### src/rtl/cmon_pkg.sv
// Package cmon_pkg
// Shared types for the clock integrity monitor: response encoding and
// frequency meter states. Assumes nothing beyond IEEE 1800-2017.
package cmon_pkg;

    typedef enum logic [1:0] {
        ACT_RESET = 2'b00,
        ACT_SAFE  = 2'b01,
        ACT_IRQ   = 2'b10,
        ACT_IRQ_B = 2'b11
    } cmon_act_e;

    typedef enum logic [1:0] {
        MTR_IDLE = 2'b00,
        MTR_ARM  = 2'b01,
        MTR_RUN  = 2'b10
    } cmon_mtr_e;

    localparam int unsigned FLT_PLL  = 0;
    localparam int unsigned FLT_XTAL = 1;
    localparam int unsigned FLT_N    = 2;

endpackage

### src/rtl/cmon_edge_sync.sv
// Module cmon_edge_sync
// Brings a slow foreign clock into the reference domain through two flops
// and emits a one-cycle pulse per rising edge. Assumes the input toggles
// at most once every two reference cycles.
module cmon_edge_sync (
    input  logic clk_i,
    input  logic rst_ni,
    input  logic async_i,
    output logic rise_o
);
    logic meta_q, sync_q, prev_q;

    // Synchronizer chain plus one delay stage for edge detection
    always_ff @(posedge clk_i) begin
        if (!rst_ni) begin
            meta_q <= 1'b0;
            sync_q <= 1'b0;
            prev_q <= 1'b0;
        end else begin
            meta_q <= async_i;
            sync_q <= meta_q;
            prev_q <= sync_q;
        end
    end

    assign rise_o = sync_q & ~prev_q;

endmodule

### src/rtl/cmon_pll_window.sv
// Module cmon_pll_window
// Counts PLL edge pulses over WIN_REF reference cycles and raises a
// one-cycle fault event when the count is above hi or below lo.
// Assumes the thresholds are stable while enabled. Disabled means idle.
module cmon_pll_window #(
    parameter int unsigned CNT_W   = 16,
    parameter int unsigned WIN_REF = 64
) (
    input  logic             clk_i,
    input  logic             rst_ni,
    input  logic             en_i,
    input  logic             rise_i,
    input  logic [CNT_W-1:0] hi_i,
    input  logic [CNT_W-1:0] lo_i,
    output logic             fault_evt_o
);
    localparam int unsigned WIN_W = (WIN_REF > 1) ? $clog2(WIN_REF) : 1;
    localparam logic [WIN_W-1:0] WIN_LAST = WIN_W'(WIN_REF - 1);
    localparam logic [CNT_W-1:0] CNT_MAX  = '1;

    logic [WIN_W-1:0] win_q;
    logic [CNT_W-1:0] edges_q;
    logic [CNT_W-1:0] total;
    logic             win_end;

    // Edge total including this cycle's pulse, saturating
    always_comb begin
        if (edges_q == CNT_MAX) total = edges_q;
        else                    total = edges_q + CNT_W'(rise_i);
    end

    assign win_end = (win_q == WIN_LAST);

    // Window sequencing, edge accumulation and bound comparison
    always_ff @(posedge clk_i) begin
        if (!rst_ni || !en_i) begin
            win_q       <= '0;
            edges_q     <= '0;
            fault_evt_o <= 1'b0;
        end else begin
            fault_evt_o <= win_end && ((total > hi_i) || (total < lo_i));
            if (win_end) begin
                win_q   <= '0;
                edges_q <= '0;
            end else begin
                win_q   <= win_q + 1'b1;
                edges_q <= total;
            end
        end
    end

endmodule

### src/rtl/cmon_xtal_loss.sv
// Module cmon_xtal_loss
// Splits reference time into periods of div cycles (0 treated as 1) and
// raises a one-cycle fault event when a period holds fewer than two
// crystal edge pulses. Disabled means idle.
module cmon_xtal_loss #(
    parameter int unsigned DIV_W = 8
) (
    input  logic             clk_i,
    input  logic             rst_ni,
    input  logic             en_i,
    input  logic             rise_i,
    input  logic [DIV_W-1:0] div_i,
    output logic             fault_evt_o
);
    logic [DIV_W-1:0] per_q;
    logic [DIV_W-1:0] last;
    logic [1:0]       seen_q;
    logic [1:0]       seen_nx;
    logic             per_end;

    // Period end point and saturating edge tally
    always_comb begin
        last    = (div_i == '0) ? '0 : div_i - 1'b1;
        per_end = (per_q >= last);
        seen_nx = (seen_q == 2'd2) ? seen_q : seen_q + 2'(rise_i);
    end

    // Period counter and loss decision at each period end
    always_ff @(posedge clk_i) begin
        if (!rst_ni || !en_i) begin
            per_q       <= '0;
            seen_q      <= '0;
            fault_evt_o <= 1'b0;
        end else begin
            fault_evt_o <= per_end && (seen_nx < 2'd2);
            if (per_end) begin
                per_q  <= '0;
                seen_q <= '0;
            end else begin
                per_q  <= per_q + 1'b1;
                seen_q <= seen_nx;
            end
        end
    end

endmodule

### src/rtl/cmon_freq_meter.sv
// Module cmon_freq_meter
// On start, aligns to a crystal edge, then counts reference cycles until
// win further crystal edges pass (0 treated as 1). Latches the count and
// holds done until the next start; a start while busy restarts.
module cmon_freq_meter
    import cmon_pkg::*;
#(
    parameter int unsigned MWIN_W = 8,
    parameter int unsigned MCNT_W = 20
) (
    input  logic              clk_i,
    input  logic              rst_ni,
    input  logic              start_i,
    input  logic              rise_i,
    input  logic [MWIN_W-1:0] win_i,
    output logic              busy_o,
    output logic              done_o,
    output logic [MCNT_W-1:0] count_o
);
    localparam logic [MCNT_W-1:0] MCNT_MAX = '1;

    cmon_mtr_e         st_q;
    logic [MCNT_W-1:0] cyc_q;
    logic [MCNT_W-1:0] cyc_nx;
    logic [MWIN_W-1:0] edg_q;
    logic [MWIN_W-1:0] edg_nx;

    // Saturating next values of the cycle and edge counters
    always_comb begin
        cyc_nx = (cyc_q == MCNT_MAX) ? cyc_q : cyc_q + 1'b1;
        edg_nx = edg_q + MWIN_W'(rise_i);
    end

    // Measurement sequencer and result latch
    always_ff @(posedge clk_i) begin
        if (!rst_ni) begin
            st_q    <= MTR_IDLE;
            cyc_q   <= '0;
            edg_q   <= '0;
            done_o  <= 1'b0;
            count_o <= '0;
        end else if (start_i) begin
            st_q   <= MTR_ARM;
            done_o <= 1'b0;
        end else begin
            unique case (st_q)
                MTR_ARM: begin
                    if (rise_i) begin
                        st_q  <= MTR_RUN;
                        cyc_q <= '0;
                        edg_q <= '0;
                    end
                end
                MTR_RUN: begin
                    cyc_q <= cyc_nx;
                    edg_q <= edg_nx;
                    if (rise_i && (edg_nx >= win_i)) begin
                        st_q    <= MTR_IDLE;
                        count_o <= cyc_nx;
                        done_o  <= 1'b1;
                    end
                end
                default: st_q <= MTR_IDLE;
            endcase
        end
    end

    assign busy_o = (st_q != MTR_IDLE);

endmodule

### src/rtl/cmon_fault_route.sv
// Module cmon_fault_route
// Holds the sticky fault status (set wins over write-1-to-clear) and
// turns any set bit into one request chosen by the action select.
module cmon_fault_route
    import cmon_pkg::*;
(
    input  logic              clk_i,
    input  logic              rst_ni,
    input  logic [FLT_N-1:0]  evt_i,
    input  logic [FLT_N-1:0]  clr_i,
    input  logic [1:0]        act_sel_i,
    output logic [FLT_N-1:0]  status_o,
    output logic              reset_req_o,
    output logic              safe_req_o,
    output logic              irq_o,
    output logic              fault_out_o
);
    cmon_act_e act;
    logic      any;

    // Sticky status register
    always_ff @(posedge clk_i) begin
        if (!rst_ni) status_o <= '0;
        else         status_o <= (status_o & ~clr_i) | evt_i;
    end

    // Response decode
    always_comb begin
        act         = cmon_act_e'(act_sel_i);
        any         = |status_o;
        fault_out_o = any;
        reset_req_o = any && (act == ACT_RESET);
        safe_req_o  = any && (act == ACT_SAFE);
        irq_o       = any && ((act == ACT_IRQ) || (act == ACT_IRQ_B));
    end

endmodule

### src/rtl/clk_integrity_monitor.sv
// Module clk_integrity_monitor
// Top level: synchronizes the two supervised clocks, runs the PLL window
// check, the crystal loss check and the frequency meter, and routes faults.
// Assumes pll_clk_i and xtal_clk_i run at no more than a quarter of clk_ref_i.
module clk_integrity_monitor
    import cmon_pkg::*;
#(
    parameter int unsigned CNT_W   = 16,
    parameter int unsigned WIN_REF = 64,
    parameter int unsigned DIV_W   = 8,
    parameter int unsigned MWIN_W  = 8,
    parameter int unsigned MCNT_W  = 20
) (
    input  logic              clk_ref_i,
    input  logic              rst_ref_ni,
    input  logic              pll_clk_i,
    input  logic              xtal_clk_i,
    input  logic              pll_mon_en_i,
    input  logic [CNT_W-1:0]  pll_hi_i,
    input  logic [CNT_W-1:0]  pll_lo_i,
    input  logic              xtal_mon_en_i,
    input  logic [DIV_W-1:0]  xtal_div_i,
    input  logic              meter_start_i,
    input  logic [MWIN_W-1:0] meter_win_i,
    input  logic [1:0]        act_sel_i,
    input  logic [1:0]        status_clr_i,
    output logic [1:0]        status_o,
    output logic              reset_req_o,
    output logic              safe_req_o,
    output logic              irq_o,
    output logic              fault_out_o,
    output logic              meter_busy_o,
    output logic              meter_done_o,
    output logic [MCNT_W-1:0] meter_count_o
);
    logic [FLT_N-1:0] clk_in;
    logic [FLT_N-1:0] rise;
    logic             pll_evt;
    logic             xtal_evt;

    assign clk_in[FLT_PLL]  = pll_clk_i;
    assign clk_in[FLT_XTAL] = xtal_clk_i;

    // One synchronizer and edge detector per supervised clock
    for (genvar g = 0; g < FLT_N; g++) begin : g_sync
        cmon_edge_sync i_sync (
            .clk_i  (clk_ref_i),
            .rst_ni (rst_ref_ni),
            .async_i(clk_in[g]),
            .rise_o (rise[g])
        );
    end

    cmon_pll_window #(.CNT_W(CNT_W), .WIN_REF(WIN_REF)) i_pll (
        .clk_i      (clk_ref_i),
        .rst_ni     (rst_ref_ni),
        .en_i       (pll_mon_en_i),
        .rise_i     (rise[FLT_PLL]),
        .hi_i       (pll_hi_i),
        .lo_i       (pll_lo_i),
        .fault_evt_o(pll_evt)
    );

    cmon_xtal_loss #(.DIV_W(DIV_W)) i_xtal (
        .clk_i      (clk_ref_i),
        .rst_ni     (rst_ref_ni),
        .en_i       (xtal_mon_en_i),
        .rise_i     (rise[FLT_XTAL]),
        .div_i      (xtal_div_i),
        .fault_evt_o(xtal_evt)
    );

    cmon_freq_meter #(.MWIN_W(MWIN_W), .MCNT_W(MCNT_W)) i_meter (
        .clk_i  (clk_ref_i),
        .rst_ni (rst_ref_ni),
        .start_i(meter_start_i),
        .rise_i (rise[FLT_XTAL]),
        .win_i  (meter_win_i),
        .busy_o (meter_busy_o),
        .done_o (meter_done_o),
        .count_o(meter_count_o)
    );

    cmon_fault_route i_route (
        .clk_i      (clk_ref_i),
        .rst_ni     (rst_ref_ni),
        .evt_i      ({xtal_evt, pll_evt}),
        .clr_i      (status_clr_i),
        .act_sel_i  (act_sel_i),
        .status_o   (status_o),
        .reset_req_o(reset_req_o),
        .safe_req_o (safe_req_o),
        .irq_o      (irq_o),
        .fault_out_o(fault_out_o)
    );

endmodule

### config.mk
export PLATFORM = sky130hd
export DESIGN_NAME = clk_integrity_monitor
export DESIGN_NICKNAME = d
export VERILOG_FILES = /design/src/rtl/cmon_pkg.sv /design/src/rtl/cmon_edge_sync.sv /design/src/rtl/cmon_pll_window.sv /design/src/rtl/cmon_xtal_loss.sv /design/src/rtl/cmon_freq_meter.sv /design/src/rtl/cmon_fault_route.sv /design/src/rtl/clk_integrity_monitor.sv
export SDC_FILE = /design/constraint.sdc
export NUM_CORES = 1
export LEC_CHECK = 0
export BUFFER_PORTS_ARGS = -buffer_cell sky130_fd_sc_hd__buf_4
export CAP_MARGIN = 20
export CELL_PAD_IN_SITES_DETAIL_PLACEMENT = 0
export CELL_PAD_IN_SITES_GLOBAL_PLACEMENT = 2
export CORE_ASPECT_RATIO = 0.5
export CORE_MARGIN = 1.5
export CORE_UTILIZATION = 36
export DETAILED_ROUTE_END_ITERATION = 10
export GPL_ROUTABILITY_DRIVEN = 0
export PLACE_DENSITY = 0.86
export RECOVER_POWER = 25
export SETUP_SLACK_MARGIN = 0.15
export SYNTH_ARGS = -nofsm -noshare
export SYNTH_HDL_FRONTEND = slang
export SYNTH_SLANG_ARGS = --single-unit
### constraint.sdc
create_clock -name clk_ref_i -period 6.69 [get_ports clk_ref_i]
set_input_delay 1.338 -clock clk_ref_i [delete_from_list [all_inputs] [get_ports clk_ref_i]]
set_output_delay 1.338 -clock clk_ref_i [all_outputs]
set_load 0.005 [all_outputs]
======== Word level (Yosys, flattened, before mapping) ========
Index checks and enable logic that the tools add are counted.
word-level totals
  word-level logic and storage cells ...... 91
  output and inout port bits .............. 28
  input bits .............................. 59
  bits in registers ....................... 93
operators by class
  reductions and logical operators ........ 26
  $add $sub $neg .......................... 7
  bitwise logic cells ..................... 9
  $lt $le $gt $ge ......................... 5
  muxes and demuxes ....................... 12
  equality and inequality tests ........... 13
operators with widths
  kind                     number
  $mux W20                 2
  $pmux W20 S2             1
  $add A20 B1 Y20 const B  1
  $eq A20 B20 Y1 const B   1
  $add A16 B1 Y16          1
  $eq A16 B16 Y1 const B   1
  $ge A8 B8 Y1             2
  $gt A16 B16 Y1           1
  $lt A16 B16 Y1           1
  $mux W16                 1
  $mux W8                  2
  $pmux W8 S2              1
  $add A8 B1 Y8            1
  $add A8 B1 Y8 const B    1
  $eq A2 B2 Y1 const B     4
  $logic_not A8 Y1         1
  $reduce_or A2 Y1         4
  $sub A8 B1 Y8 const B    1
  $add A6 B1 Y6 const B    1
  $eq A6 B6 Y1 const B     1
  $logic_and A1 B1 Y1      6
  $mux W2                  3
  $ne A3 B2 Y1 const B     2
  $reduce_and A2 Y1        3
  16 further kinds         29

======== Logic depth before layout (Yosys ltp) ========
Gate-level depths: netlist of run 1.
  depth after elaboration ................. 8
  gate-level depth with buffers ........... 15
  depth with buffers taken out ............ 14

======== Modules after synthesis ========
A second synthesis of run 1 with hierarchy kept.
second synthesis, totals
  cell total of the unflattened synthesis .. 687
  area, all modules ....................... 5756.8 um2
modules (own cells, without submodules)
  module            instances  seq. area each (um2)  area an instance (um2)  cells each
  cmon_freq_meter   1          1021.0                2832.7                  350
  cmon_pll_window   1          460.4                 1883.1                  224
  cmon_xtal_loss    1          220.2                 754.5                   88
  cmon_edge_sync    2          60.1                  92.6                    7
  cmon_fault_route  1          40.0                  101.3                   11

======== Least setup slack after synthesis of run 1 ========
Ideal clock, no wire load.
  path kind ............................... input -> register
  start ................................... input port xtal_div_i[5]
  end ..................................... register i_xtal.per_q[2]
  arrival time ............................ 3611 ps
  buffers on the path ..................... 0
  required time ........................... 6621 ps
  setup time .............................. 69 ps
  stages .................................. 11
  setup slack ............................. 3011 ps
  cells stage by stage .................... nor4_1 nand2_1 or3_1 and2_1 ha_1 nand2b_1 a21o_1 a211oi_1 o31a_1 nand3_1 nor2_1
between the ends
  longest elaborated chain between the ends .. 4
  elaborated cells on any way between the ends .. 5
  classes of those cells .................. 1 x add/sub; 1 x order compare; 1 x mux; 2 x reduce/logical
RTL lines
  what                                                      RTL line                     text
  from (decl)                                               clk_integrity_monitor.sv:22  input logic [DIV_W-1:0] xtal_div_i,
  $sub A8 B1 Y8 / $logic_not A8 Y1 (equally long branches)  cmon_xtal_loss.sv:23         last = (div_i == '0) ? '0 : div_i - 1'b1;
  $mux W8 (*)                                               cmon_xtal_loss.sv:23
  $ge A8 B8 Y1 (*)                                          cmon_xtal_loss.sv:24         per_end = (per_q >= last);
  $reduce_or A2 Y1 (no line) (*)                            -
  to (signal assigned)                                      cmon_xtal_loss.sv:40         per_q <= per_q + 1'b1;
  to (decl)                                                 cmon_xtal_loss.sv:15         logic [DIV_W-1:0] per_q;
Mark *: on every way between the ends. The rest lies on a longest branch, timed or not.
A chain may end at the register's enable or synchronous reset.

==> metrics, run 1 <==
outcome finished, violations left; failing checks capacitance limit, slew limit; min Tclk post-route 4.67 ns; Net Count, Synth 809; clock sinks 93; Cell Rows 31; Worst EP required 6.96 ns; Reg power frac 47.9%; Synth top area share 33.6%; initial core utilization 37.6%; worst-path cell chain clkbuf_1 > inv_1 > nor3_1 > o21ai_0 > a31oi_1; routed len/inst 13.6 microns; setup repair after global routing missed its margin no; Core Region 14700 sq um; Top delay family on crit path buffers and inverters; Leakage 0.00299 uW; Comb power frac 7.4%; Slew HR -18.7%; Setup Skew 0.00933 ns; Switching Share 22.0%; cells after synthesis 691; Die W 179 microns; end-of-flow core utilization 45.2%; CP peak stage delay 1.25 ns; first-pass GRT wire length 22.1 mm; Die Y 90.8 microns; syn avg cell area 8.03 sq um; reg2reg end i_meter.count_o[4]$_SDFFE_PN0P_; Layout area overhead 20.2%; Worst Path Buf+Inv 2; WS Path Type input pin to flop; Setup crit start rst_ref_ni; EDFF count, synth 0; Via Count 4896; hold-fix buffers at CTS 0; CP Max Fanout 42; drt via density 5.03; ys async rst share 0%; max-cap viol count 1; clk_lat worst skew 0.34 ns; largest cells by area after synthesis dfxtp_1, ha_1, nor2_1, nand2_1, a21oi_1; Ant. Diodes 0; H-tree Lvls 3; Overall Global Routing Usage 16.8%; Worst setup EP type flop; worst flop-to-flop path startpoint g_sync[1].i_sync.prev_q$_SDFF_PN0_; IO Pins 87; critical path arrival 4.93 ns; FMAX 214 MHz; CTS clock-pin slew for the worst setup and hold paths 0.06 ns; CTS tree done; Placed Cells 958; Final Cycle Share 69.8%; worst r2r path cells 13; slack of the worst reg-to-reg path 2.71 ns; largest net degree at the start of global routing 43; final non-filler cell total 974; # resized after CTS 0; Root Buffer clkbuf_16; cell taking the most area after synthesis dfxtp_1; Max clock buf depth 2; fin. max-slew vios 43; part of the power in the clock network 44.7%; HPWL after DPL 9.90 mm; slowest CP cell clkbuf_1; sw power 256 uW; First-pass DRT Iterations 5; Seq/Total Area, Yosys 33.6%; vias in the first global route 4564; Mapped Area 5550 sq um; design area 6670 sq um; PwrDens 175 nW/um^2; cts bufs inserted 9; WL final 13.2 mm; TNS Setup 0 ns; Area after DPL 6370 sq um; Worst Hold Class flop to flop; area of the die 16200 sq um; Crit path depth 5; Synth Flop Type dfxtp_1; filler instances 1525; synth cell count leaders dfxtp_1, nor2_1, nand2_1; final net count 889; # Post-CTS Setup Buffers 0; GRT overflow 0; Yosys cell types 56; Synth Register Bits 93; remaining antenna violation count 0; count leader, synth dfxtp_1; CP endpoint i_meter.cyc_q[13]$_SDFFE_PN0P_; CP startpoint kind input pin; Hold WS 0.436 ns; maximum vdd drop 0.121 mV; initial antenna violation count 0; Power Internal 910 uW; drt drc 0; Setup Viol. Count Final 0; initial DRC count 199; synth warn 0; port buffer count 86; final hold vios 0; measured slew at the worst slew-check pin 1.78 ns; share of post-route cells with drive strength above 1 14.3%
-- cell usage in the layout (no fill, tap or decap), drive strengths merged, types with 3 or more instances in the layout --
master and n:
nor4 8, nor3 17, and2 10, xnor2 19, dfxtp 93, a211oi 6
a31oi 7, o32ai 3, a2111oi 4, nand3 34, and3 14, nand4b 3
ha 59, o21ai 40, nand2 62, xor2 24, o22ai 8, nor2b 19
a22oi 4, inv 58, nand2b 7, nand4 14, o211ai 3, o31ai 5
clkbuf 32, nor2 70, buf 69, a21o 11, a21oi 46
-- cell families (layout without fill, tap and decap cells) --
group,count (synthesis),after routing,synth area share (%)
AND/OR/NAND/NOR,270,270,24.3
AO/OA/AOI/OAI,146,146,16.0
flip-flops,93,93,33.6
buffers and inverters,77,162,5.44
adder cells (fa/ha/maj),59,59,13.3
XOR/XNOR,43,43,6.79
multiplexers,3,3,0.564
-- stage by stage --
step / worst slack (ns) / power (uW)
global placement: 2.62 / 659
global route: 1.65 / 1220
finish: 2.02 / 1170
detailed placement: 2.52 / 659
floorplan: 3.01 / 617
CTS: 2.77 / 1190
-- area by class of cell --
cell class	count	area (sq um)	area share [%]
clock buffer	13	260	3.90
clock inverter	3	43.8	0.657
inverter	58	218	3.27
multi-input combinational	521	3380	50.8
sequential	93	1860	27.9
tap	198	248	3.72
timing repair buffer	88	649	9.74
-- metal layers --
layer | GRT usage [%] | vias up | part of all wire, % | routed length, microns
met5 | 0 | - | 0 | 0
met4 | 3.33 | 0 | 0.62 | 82
met3 | 3.11 | 8 | 4.3 | 570
met2 | 26.5 | 87 | 43 | 5670
met1 | 23.8 | 2222 | 52 | 6890
li1 | - | 2579 | - | -
-- sequential cells by signal, indices dropped and copies added (netlist names) --
| name | cells |
|---|---|
| i_pll.fault_evt_o | 1 |
| i_xtal.per_q | 8 |
| i_meter.edg_q | 8 |
| i_xtal.seen_q | 2 |
| g_sync.i_sync.meta_q | 2 |
| i_meter.count_o | 20 |
| i_meter.st_q | 2 |
| i_meter.cyc_q | 20 |
| i_route.status_o | 2 |
| g_sync.i_sync.sync_q | 2 |
| i_meter.done_o | 1 |
| i_xtal.fault_evt_o | 1 |
| i_pll.edges_q | 16 |
| g_sync.i_sync.prev_q | 2 |
| i_pll.win_q | 6 |
-- power groups by stage --
stage               clock, uW  sequential (uW)  combinational (uW)
floorplan                   0              571                45.6
global placement            0              572                87.0
detailed placement          0              572                87.3
CTS                       540              559                88.0
global route              563              559                98.5
finish                    521              559                86.0
-- worst min-delay path by stage --
| stage | startpoint | to | slack [ns] | cells after the start |
|---|---|---|---|---|
| floorplan | g_sync[0].i_sync.meta_q$_SDFF_PN0_ | g_sync[0].i_sync.sync_q$_SDFF_PN0_ | 0.41 | 1 |
| global placement | g_sync[0].i_sync.meta_q$_SDFF_PN0_ | g_sync[0].i_sync.sync_q$_SDFF_PN0_ | 0.43 | 1 |
| CTS | g_sync[0].i_sync.meta_q$_SDFF_PN0_ | g_sync[0].i_sync.sync_q$_SDFF_PN0_ | 0.44 | 1 |
| global route | g_sync[0].i_sync.meta_q$_SDFF_PN0_ | g_sync[0].i_sync.sync_q$_SDFF_PN0_ | 0.45 | 1 |
| detailed placement | g_sync[0].i_sync.meta_q$_SDFF_PN0_ | g_sync[0].i_sync.sync_q$_SDFF_PN0_ | 0.42 | 1 |
| finish | g_sync[0].i_sync.meta_q$_SDFF_PN0_ | g_sync[0].i_sync.sync_q$_SDFF_PN0_ | 0.44 | 1 |
Note: power is estimated with default switching activity, not from simulation.
==> inputs of run 2 (changes only) <==
--- a/config.mk
+++ b/config.mk
@@ -11,10 +11,10 @@
 export CELL_PAD_IN_SITES_GLOBAL_PLACEMENT = 2
 export CORE_ASPECT_RATIO = 0.5
 export CORE_MARGIN = 1.5
-export CORE_UTILIZATION = 36
+export CORE_UTILIZATION = 30
 export DETAILED_ROUTE_END_ITERATION = 10
 export GPL_ROUTABILITY_DRIVEN = 0
-export PLACE_DENSITY = 0.86
+export PLACE_DENSITY = 0.77
 export RECOVER_POWER = 25
 export SETUP_SLACK_MARGIN = 0.15
 export SYNTH_ARGS = -nofsm -noshare
==> constraint.sdc (replaced) <==
create_clock -name clk_ref_i -period 4.15 [get_ports clk_ref_i]
set_input_delay 0.83 -clock clk_ref_i [delete_from_list [all_inputs] [get_ports clk_ref_i]]
set_output_delay 0.83 -clock clk_ref_i [all_outputs]
set_load 0.005 [all_outputs]
==> metrics, run 2 (synthesized netlist as in run 1, its figures left out) <==
outcome finished, violations left; failing checks capacitance limit, slew limit; Top Registers i_meter.count_o x20, i_meter.cyc_q x20, i_pll.edges_q x16; commonest non-fill, non-tap cells in the layout dfxtp_1, nor2_1, buf_4; routed len/inst 13.8 microns (+2.0%); Setup crit start rst_ref_ni; Power Total 1900 uW (+63%); cts bufs inserted 9 (unchanged); critical path arrival 3.78 ns (-1.15 ns); maximum vdd drop 0.186 mV (+53%); Worst Hold Class flop to flop; CP Max Fanout 42 (unchanged); PwrDens 282 nW/um^2 (+61%); max-cap viol count 1 (unchanged); most common cell after layout, fill and taps aside dfxtp_1; Setup Skew 0.00943 ns (+0.0000948 ns); largest net degree at the start of global routing 43 (unchanged); drt via density 4.83 (-3.9%); setup repair after global routing missed its margin no; Final Cycle Share 85.7%; Layout area overhead 21.3%; fin. max-slew vios 43 (unchanged); area of the die 19400 sq um (+19%); worst flop-to-flop path startpoint g_sync[1].i_sync.prev_q$_SDFF_PN0_; Core Region 17700 sq um (+20%); final net count 890 (+0.11%); Overall Global Routing Usage 15.1% (-1.7 points); Root Buffer clkbuf_16; CTS clock-pin slew for the worst setup and hold paths 0.06 ns (about the same); WS Path Type input pin to flop; first-pass GRT wire length 23.8 mm (+7.7%); final hold vios 0 (unchanged); Via Count 4884 (-0.25%); initial DRC count 213 (+7.0%); initial core utilization 31.3% (-6.4 points); Die Y 99.1 microns (+9.2%); Ant. Diodes 0 (unchanged); initial antenna violation count 0 (unchanged); clock sinks 93 (unchanged); hold-fix buffers at CTS 0 (unchanged); drt drc 0 (unchanged); remaining antenna violation count 0 (unchanged); H-tree Lvls 3 (unchanged); Worst setup EP type flop; CTS tree done; Hold WS 0.440 ns (+0.00366 ns); WL final 14.0 mm (+5.9%); Worst EP required 4.37 ns (-2.59 ns); final non-filler cell total 1011 (+3.8%); design area 6730 sq um (+0.90%); clk_lat worst skew 0.34 ns (about the same); Leakage 0.00299 uW (about the same); Cell Rows 34 (+9.7%); HPWL after DPL 10.5 mm (+6.0%); CP startpoint kind input pin; Die W 195 microns (+9.4%); Slew HR -24.2% (-5.4 points); Max clock buf depth 2 (unchanged); # resized after CTS 0 (unchanged); slack of the worst reg-to-reg path 0.61 ns (-2.10 ns); share of post-route cells with drive strength above 1 14.8% (+0.50 points); hold path startpoint g_sync[0].i_sync.meta_q$_SDFF_PN0_; Placed Cells 995 (+3.9%); First-pass DRT Iterations 5 (unchanged); min Tclk post-route 3.56 ns; # Post-CTS Setup Buffers 0 (unchanged); Area after DPL 6420 sq um (+0.82%); port buffer count 86 (unchanged); IO Pins 87 (unchanged); GRT overflow 0 (unchanged); vias in the first global route 4805 (+5.3%); Setup Viol. Count Final 0 (unchanged); FMAX 281 MHz; TNS Setup 0 ns (unchanged); measured slew at the worst slew-check pin 1.86 ns (+0.0815 ns); filler instances 1877 (+23%)
run 2: report_power, final:
| part | internal [uW] | leakage [uW] | switching (uW) |
|---|---|---|---|
| Sequential | 898 | 0.000751 | 3.76 |
| Clock | 500 | 0.000148 | 353 |
| Combinational | 68.9 | 0.00210 | 72.9 |
run 2: path summary, 6_finish.rpt:
kind / cells after the start / end
max: 5 / i_meter.cyc_q[14]$_SDFFE_PN0P_
min: 1 / g_sync[0].i_sync.sync_q$_SDFF_PN0_
max reg2reg: 14 / i_meter.count_o[4]$_SDFFE_PN0P_
min reg2reg: 1 / g_sync[0].i_sync.sync_q$_SDFF_PN0_
run 2: metrics by stage:
stage,setup slack (ns),utilization [%]
final,0.593,37.9
after detailed placement,0.526,36.2
after global routing,0.203,37.9
after global placement,0.582,36.2
after CTS,0.646,38.0
after floorplan,0.979,-
run 2: final cells by class:
type	count	area [sq um]	share of cell area [%]
multi-input combinational	521	3380	50.3
sequential	93	1860	27.7
timing repair buffer	89	657	9.77
tap	234	293	4.35
clock buffer	11	253	3.76
inverter	58	218	3.24
clock inverter	5	58.8	0.874
run 2: critical path, cell delays in order:
cell and delay [ns]:
clkbuf_1 1.30, inv_2 0.53, nor2_1 0.78, o21ai_0 0.20, o41ai_1 0.10
run 2: metal layers:
layer  vias up  part of all wire [%]  routed length [microns]  track usage (%)
met4         0                  0.62                       87             3.04
li1       2582                     -                        -                -
met1      2227                    54                     7570             21.5
met2        69                    42                     5930             23.8
met3         6                   2.9                      401             2.98
met5         -                     0                        0                0
